[src/rtl/irdu_pkg.sv]
// Package irdu_pkg
// Shared widths and the request encoding for the instruction dispatch unit.
// Assumes machine bit 0 is the most significant bit of every word.
package irdu_pkg;

    localparam int WORD_W  = 16;
    localparam int SEL_W   = 5;
    localparam int BR_W    = 4;
    localparam int TBL_AW  = 8;
    localparam int TBL_N   = 1 << TBL_AW;
    localparam int TBL_W   = TBL_N * BR_W;
    localparam int BYTE_W  = WORD_W / 2;

    typedef enum logic [2:0] {
        REQ_NONE     = 3'd0,
        REQ_LOAD     = 3'd1,
        REQ_DISPATCH = 3'd2,
        REQ_AC_SRC   = 3'd3,
        REQ_AC_DST   = 3'd4,
        REQ_SHIFT    = 3'd5
    } req_e;

endpackage

[src/rtl/irdu_word_store.sv]
// Module irdu_word_store
// Holds the instruction word and creates the one-cycle skip-clear pulse
// that follows every load. Assumes a synchronous active-low reset.
module irdu_word_store
    import irdu_pkg::*;
(
    input  logic              clk,
    input  logic              rst_n,
    input  req_e              req,
    input  logic [WORD_W-1:0] bus_in,
    output logic [WORD_W-1:0] ir_q,
    output logic              skip_clr
);

    // Capture the bus word on a load request; reset clears it.
    always_ff @(posedge clk) begin
        if (!rst_n) begin
            ir_q <= '0;
        end else if (req == REQ_LOAD) begin
            ir_q <= bus_in;
        end
    end

    // Raise the skip-clear pulse for the single cycle after a load.
    always_ff @(posedge clk) begin
        if (!rst_n) begin
            skip_clr <= 1'b0;
        end else begin
            skip_clr <= (req == REQ_LOAD);
        end
    end

    p_load_capture_r2: assert property (@(posedge clk) disable iff (!rst_n)
        (req == REQ_LOAD) |=> (ir_q == $past(bus_in)));

    p_word_hold_r2: assert property (@(posedge clk) disable iff (!rst_n)
        (req != REQ_LOAD) |=> $stable(ir_q));

    p_skip_after_load_r3: assert property (@(posedge clk) disable iff (!rst_n)
        (req == REQ_LOAD) |=> skip_clr);

    p_skip_single_r3: assert property (@(posedge clk) disable iff (!rst_n)
        (req != REQ_LOAD) |=> !skip_clr);

endmodule

[src/rtl/irdu_sel_override.sv]
// Module irdu_sel_override
// Replaces the two accumulator bits of the register select with the
// source or destination field of the instruction word. The word holds
// these fields complemented, so they are inverted on the way out.
module irdu_sel_override
    import irdu_pkg::*;
(
    input  logic              clk,
    input  logic              rst_n,
    input  req_e              req,
    input  logic [WORD_W-1:0] ir_q,
    input  logic [SEL_W-1:0]  rsel_in,
    output logic [SEL_W-1:0]  rsel_out
);

    localparam int AC_W = 2;

    logic [AC_W-1:0] src_ac;
    logic [AC_W-1:0] dst_ac;

    // Pick out instruction bits 1-2 (source) and 3-4 (destination), then invert them.
    always_comb begin
        src_ac = ~ir_q[WORD_W-2 -: AC_W];
        dst_ac = ~ir_q[WORD_W-4 -: AC_W];
    end

    // Put the selected field into the low select bits for the accumulator requests.
    always_comb begin
        rsel_out = rsel_in;
        unique case (req)
            REQ_AC_SRC:             rsel_out[AC_W-1:0] = src_ac;
            REQ_AC_DST, REQ_SHIFT:  rsel_out[AC_W-1:0] = dst_ac;
            default:                rsel_out = rsel_in;
        endcase
    end

    p_upper_kept_r5: assert property (@(posedge clk) disable iff (!rst_n)
        rsel_out[SEL_W-1:AC_W] == rsel_in[SEL_W-1:AC_W]);

    p_pass_through_r7: assert property (@(posedge clk) disable iff (!rst_n)
        !(req inside {REQ_AC_SRC, REQ_AC_DST, REQ_SHIFT}) |-> rsel_out == rsel_in);

endmodule

[src/rtl/irdu_disp_gen.sv]
// Module irdu_disp_gen
// Builds the displacement word from the low byte of the instruction.
// An index field of zero means page-zero addressing, so the byte is
// zero-extended; any other index value sign-extends it.
module irdu_disp_gen
    import irdu_pkg::*;
(
    input  logic              clk,
    input  logic              rst_n,
    input  logic              disp_rd,
    input  logic [WORD_W-1:0] ir_q,
    output logic [WORD_W-1:0] disp_out
);

    localparam int IDX_LO = BYTE_W;
    localparam int IDX_W  = 2;

    logic [BYTE_W-1:0] low_byte;
    logic [IDX_W-1:0]  index_fld;
    logic [BYTE_W-1:0] high_byte;

    // Choose the fill for the upper byte from the index field.
    always_comb begin
        low_byte  = ir_q[BYTE_W-1:0];
        index_fld = ir_q[IDX_LO +: IDX_W];
        high_byte = (index_fld == '0) ? '0 : {BYTE_W{low_byte[BYTE_W-1]}};
    end

    // Drive the word only while the bus-source request is active.
    always_comb begin
        disp_out = disp_rd ? {high_byte, low_byte} : '0;
    end

    p_idle_zero_r12: assert property (@(posedge clk) disable iff (!rst_n)
        !disp_rd |-> disp_out == '0);

    p_sign_fill_r9: assert property (@(posedge clk) disable iff (!rst_n)
        (disp_rd && ir_q[IDX_LO +: IDX_W] != '0)
            |-> disp_out[WORD_W-1:BYTE_W] == {BYTE_W{ir_q[BYTE_W-1]}});

    p_zero_fill_r8: assert property (@(posedge clk) disable iff (!rst_n)
        (disp_rd && ir_q[IDX_LO +: IDX_W] == '0) |-> disp_out[WORD_W-1:BYTE_W] == '0);

endmodule

[src/rtl/irdu_branch_gen.sv]
// Module irdu_branch_gen
// Forms the branch offset that the sequencer ORs into its next address.
// A load branches on bits 0 and 5-7 of the incoming bus word. A dispatch,
// or the late phase of an accumulator-source request, branches on the
// inverted shift field when bit 0 is set, and on a table entry otherwise.
module irdu_branch_gen
    import irdu_pkg::*;
#(
    parameter logic [TBL_W-1:0] DISPATCH_TABLE = '0
)(
    input  logic              clk,
    input  logic              rst_n,
    input  req_e              req,
    input  logic [WORD_W-1:0] bus_in,
    input  logic [WORD_W-1:0] ir_q,
    output logic [BR_W-1:0]   branch_out
);

    localparam int SH_W  = 2;
    localparam int OPC_W = TBL_AW - 1;

    logic [BR_W-1:0]   load_br;
    logic [BR_W-1:0]   arith_br;
    logic [TBL_AW-1:0] tbl_addr;
    logic [BR_W-1:0]   tbl_br;
    logic              arith;

    // Offset for a load: bus bit 0 on top, then bus bits 5-7.
    always_comb begin
        load_br = {bus_in[WORD_W-1], bus_in[WORD_W-6 -: BR_W-1]};
    end

    // Offset for an arithmetic word: the inverted shift field (bits 8-9).
    always_comb begin
        arith    = ir_q[WORD_W-1];
        arith_br = {{(BR_W-SH_W){1'b0}}, ~ir_q[BYTE_W-1 -: SH_W]};
    end

    // Table read: the top address bit marks the dispatch request.
    always_comb begin
        tbl_addr = {(req == REQ_DISPATCH), ir_q[WORD_W-2 -: OPC_W]};
        tbl_br   = DISPATCH_TABLE[int'(tbl_addr)*BR_W +: BR_W];
    end

    // Select the offset that belongs to this cycle's request.
    always_comb begin
        unique case (req)
            REQ_LOAD:                 branch_out = load_br;
            REQ_DISPATCH, REQ_AC_SRC: branch_out = arith ? arith_br : tbl_br;
            default:                  branch_out = '0;
        endcase
    end

    p_arith_upper_zero_r10: assert property (@(posedge clk) disable iff (!rst_n)
        ((req == REQ_DISPATCH || req == REQ_AC_SRC) && ir_q[WORD_W-1])
            |-> branch_out[BR_W-1:SH_W] == '0);

    p_load_top_bit_r4: assert property (@(posedge clk) disable iff (!rst_n)
        (req == REQ_LOAD) |-> branch_out[BR_W-1] == bus_in[WORD_W-1]);

    p_quiet_codes_r12: assert property (@(posedge clk) disable iff (!rst_n)
        !(req inside {REQ_LOAD, REQ_DISPATCH, REQ_AC_SRC}) |-> branch_out == '0);

endmodule

[src/rtl/ir_dispatch_unit.sv]
// Module ir_dispatch_unit
// Top level: the instruction word store, the register-select override,
// the displacement source and the branch offset generator.
// Assumes one request code per cycle; codes 6 and 7 act as no request.
module ir_dispatch_unit
    import irdu_pkg::*;
#(
    parameter logic [TBL_W-1:0] DISPATCH_TABLE = '0
)(
    input  logic              clk,
    input  logic              rst_n,
    input  logic [2:0]        req_code,
    input  logic              disp_rd,
    input  logic [WORD_W-1:0] bus_in,
    input  logic [SEL_W-1:0]  rsel_in,
    output logic [SEL_W-1:0]  rsel_out,
    output logic [BR_W-1:0]   branch_out,
    output logic [WORD_W-1:0] disp_out,
    output logic              skip_clr
);

    req_e              req;
    logic [WORD_W-1:0] ir_q;

    // Decode the raw request code; unused codes become no request.
    always_comb begin
        req = (req_code > 3'd5) ? REQ_NONE : req_e'(req_code);
    end

    irdu_word_store u_store (
        .clk      (clk),
        .rst_n    (rst_n),
        .req      (req),
        .bus_in   (bus_in),
        .ir_q     (ir_q),
        .skip_clr (skip_clr)
    );

    irdu_sel_override u_sel (
        .clk      (clk),
        .rst_n    (rst_n),
        .req      (req),
        .ir_q     (ir_q),
        .rsel_in  (rsel_in),
        .rsel_out (rsel_out)
    );

    irdu_disp_gen u_disp (
        .clk      (clk),
        .rst_n    (rst_n),
        .disp_rd  (disp_rd),
        .ir_q     (ir_q),
        .disp_out (disp_out)
    );

    irdu_branch_gen #(
        .DISPATCH_TABLE (DISPATCH_TABLE)
    ) u_branch (
        .clk        (clk),
        .rst_n      (rst_n),
        .req        (req),
        .bus_in     (bus_in),
        .ir_q       (ir_q),
        .branch_out (branch_out)
    );

endmodule

[config.mk]
export PLATFORM = sky130hd
export DESIGN_NAME = ir_dispatch_unit
export DESIGN_NICKNAME = d
export VERILOG_FILES = /design/src/rtl/irdu_pkg.sv /design/src/rtl/irdu_word_store.sv /design/src/rtl/irdu_sel_override.sv /design/src/rtl/irdu_disp_gen.sv /design/src/rtl/irdu_branch_gen.sv /design/src/rtl/ir_dispatch_unit.sv
export SDC_FILE = /design/constraint.sdc
export NUM_CORES = 1
export LEC_CHECK = 0
export BUFFER_PORTS_ARGS = -buffer_cell sky130_fd_sc_hd__buf_2
export CORE_ASPECT_RATIO = 0.8
export CORE_MARGIN = 8
export CORE_UTILIZATION = 46
export DETAILED_ROUTE_END_ITERATION = 12
export HOLD_SLACK_MARGIN = 0.12
export PLACE_DENSITY = 0.89
export REMOVE_ABC_BUFFERS = 1
export SLEW_MARGIN = 20
export SYNTH_ARGS = -nofsm -noshare
export SYNTH_HDL_FRONTEND = slang
export SYNTH_SLANG_ARGS = --single-unit
export TNS_END_PERCENT = 100
[constraint.sdc]
create_clock -name clk -period 3.2 [get_ports clk]
set_input_delay 0.64 -clock clk [delete_from_list [all_inputs] [get_ports clk]]
set_output_delay 0.64 -clock clk [all_outputs]
set_load 0.05 [all_outputs]
==> qor.yml <==
outcome:
  status: "finished clean"
layout:
  final_nets: 170
  drive_above_1_share_pct: 44.4
  n_antenna_cell: 0
  area_growth_pct: 17.8
  fill_cells: 179
  final_util_pct: 57.3
timing:
  relSlewSlack_pct: 66.2
  finalClockSkew_ps: 0
  fmax_mhz: 444
  worst_pin_slew_ps: 508
  slew_viol_final: 0
  period_share_pct: 70.4
  rsz0062_at_grt: "no"
  setup_viol: 0
  hold_viol_final: 0
  fin_crit_ps: 2250
cts:
  cts_sinks: 16
  cts_buffer_depth: 2
  htreeDepth: 1
  post_cts_buffers: 0
  clock_latency_ps: 300
  clk_pin_slew_ps: 110
  root_buffer: "clkbuf_4"
  cts_hold_buf: 0
  cts_buffers: 3
  cts.repair.resized: 0
  cts_tree: "yes"
worst_setup_path:
  slowest_stage: "or3b_1"
  cpMostUsedCell: "buf_2"
  path_cells: "buf_2, or3b_1, nor2_1, buf_2"
  rr_worst_depth: 2
  cp_data_arrival_time_ps: 1610
  critPathBufInv: 2
  slowest_delay_ps: 460
  worstReg2RegStart: "u_store.ir_q[15]"
  critical-path-top-delay-family: "simple AND/OR/NAND/NOR gates"
  r2r-end: "u_store.ir_q[15]"
  critPathMaxFanout: 7
  cp.required_ps: 2560
  crit_type: "primary input to primary output"
  ff2ff_setup_slack_ps: 2560
  setup.worst_path.end_class: "primary output"
  crit_path_start_kind: "primary input"
drt:
  drt_iter0_drc: 70
  ant_nets: 0
  drt-pass1-iter-count: 4
  viasPerCell: 5.01
  wl_per_cell_um: 13.5
  finalWirelength_um: 2240
  post-route-drc-count: 0
  num_vias: 832
die:
  pin_count: 53
  num_rows: 14
  initial_core_util_pct: 48.6
  die-area_um2: 3690
  core_um2: 1890
  die_height_um: 56.0
  die_width_um: 66.0
logic_synthesis:
  synth_area_um2: 920
  synth_xor_area_share_pct: 0
  synth.distinct_cells: 22
  synth-compound-area-share_pct: 15.1
  yosys_warnings: 0
  synth-simple-area-share_pct: 26.0
  synth_mux_area_share_pct: 6.80
  syn_area_per_cell_um2: 8.52
  synth-seq-cells: 16
  syn_inst: 108
  synthAdderAreaFrac_pct: 0
  yosysSeqAreaShare_pct: 34.8
  synth_top_family_by_area: "simple AND/OR/NAND/NOR gates"
power_and_ir_drop:
  p_leak_nw: 0.552
  ir_drop_mv: 0.192
  power_mw: 0.433
  p_per_area_nw_per_um2: 399
grt:
  grt_pass1_wl_um: 3370
  grt_overflow: 0
  grt_start_max_net_pins: 31
  grt_usage_pct: 11.3
  grt_pass1_vias: 780
  antenna_found_initial: 0
worst_hold_path:
  hold_depth: 2
  hp-start: "u_store.ir_q[0]"
  min_to: "u_store.ir_q[0]"
  hold_class: "register to register"
placement:
  io_buffer_count: 46
  dp_hpwl_um: 1690
  gp_congestion: 0.795
flow_run:
  max_cap_viol_count: 0
==> through the flow <==
| step | hold slack, ps | worst slack, ps | instance area, um^2 | setup TNS (ps) | cells |
|---|---|---|---|---|---|
| finish | 467 | 946 | 1080 | 0 | 166 |
| global route | 485 | 901 | 1080 | 0 | 166 |
| detailed placement | 454 | 944 | 1050 | 0 | 162 |
| global placement | 438 | 940 | 1050 | 0 | 162 |
| floorplan | 432 | -1260 | 779 | -10060 | 91 |
| CTS | 471 | 944 | 1080 | 0 | 166 |
==> worst min-delay path: stages (launching register included) <==
cell and delay, ps:
dfxtp_1 320, nand3_1 50, o21ai_1 60
==> registers in the layout, indices dropped and copies added, names as in the netlist <==
name	flops
u_store.skip_clr	1
u_store.ir_q	15
==> synth_stat cells <==
cell	instances	area share [%]
buf_1	1	0.41
mux2i_1	4	4.4
nand2b_1	1	0.68
o21a_1	1	0.82
a21oi_1	2	1.1
inv_1	5	2.0
o21ai_1	6	3.3
nand2_1	14	5.7
mux2_2	2	2.4
nor2_1	3	1.2
o21ai_2	8	7.6
buf_12	1	2.2
or3b_1	1	0.95
and2_1	8	5.4
o31ai_4	1	2.3
nand3_2	1	1.1
nand3_1	14	7.6
buf_6	3	3.7
nand3b_1	4	3.3
dfxtp_1	16	35
clkbuf_1	2	0.82
buf_4	10	8.2
==> layer usage <==
layer | global-route usage, % | part of all wire [%] | routed length (um)
met3 | 2.82 | 11 | 254
met2 | 19.6 | 49 | 1090
met4 | 5.47 | 1.8 | 40
met5 | 0 | 0 | 0
met1 | 12.3 | 38 | 850
==> layout make-up <==
cell class | count | area (um^2) | area share (%)
multi-input combinational | 70 | 440 | 40.6
sequential | 16 | 320 | 29.6
timing repair buffer | 47 | 238 | 21.9
clock buffer | 4 | 36.3 | 3.35
tap | 24 | 30.0 | 2.77
inverter | 5 | 18.8 | 1.73
==> where the power goes <==
| part | switching, mW | leakage [nW] | internal (mW) |
|---|---|---|---|
| registers | 0.00348 | 0.130 | 0.206 |
| logic | 0.0563 | 0.401 | 0.0283 |
| clock network | 0.0695 | 0.0210 | 0.0693 |
| total | 0.129 | 0.552 | 0.303 |
==> worst max-delay path by stage <==
stage                           start            end  slack, ps  depth (start not counted)
after floorplan               disp_rd   disp_out[10]      -1260                          2
after detailed placement  req_code[1]  branch_out[2]        940                          4
after CTS                 req_code[1]  branch_out[2]        940                          4
after global placement    req_code[1]  branch_out[3]        940                          4
final                     req_code[1]  branch_out[2]        950                          4
after global routing      req_code[1]  branch_out[2]        900                          4
==> kinds of logic after synthesis <==
group | after synthesis
and+or+nand+nor | 46
buffers and inverters | 22
AOI/OAI and AO/OA | 18
DFF | 16
muxes | 6
==> cells in the final DEF, fill, tap and decap left out <==
cell type	netlist	final
mux2_2	2	2
dfxtp_1	16	16
nand3b_1	4	4
o21ai_1	6	6
a21oi_1	2	2
and2_1	8	8
inv_1	5	5
nand2_1	14	14
nand2b_1	1	1
nand3_2	1	1
o21a_1	1	1
buf_2	0	46
nand3_1	14	14
buf_4	10	1
nor2_1	3	3
clkbuf_8	0	1
o21ai_2	8	8
or3b_1	1	1
clkbuf_4	0	3
mux2i_1	4	4
o31ai_4	1	1
Note: power is estimated with default switching activity, not from simulation.
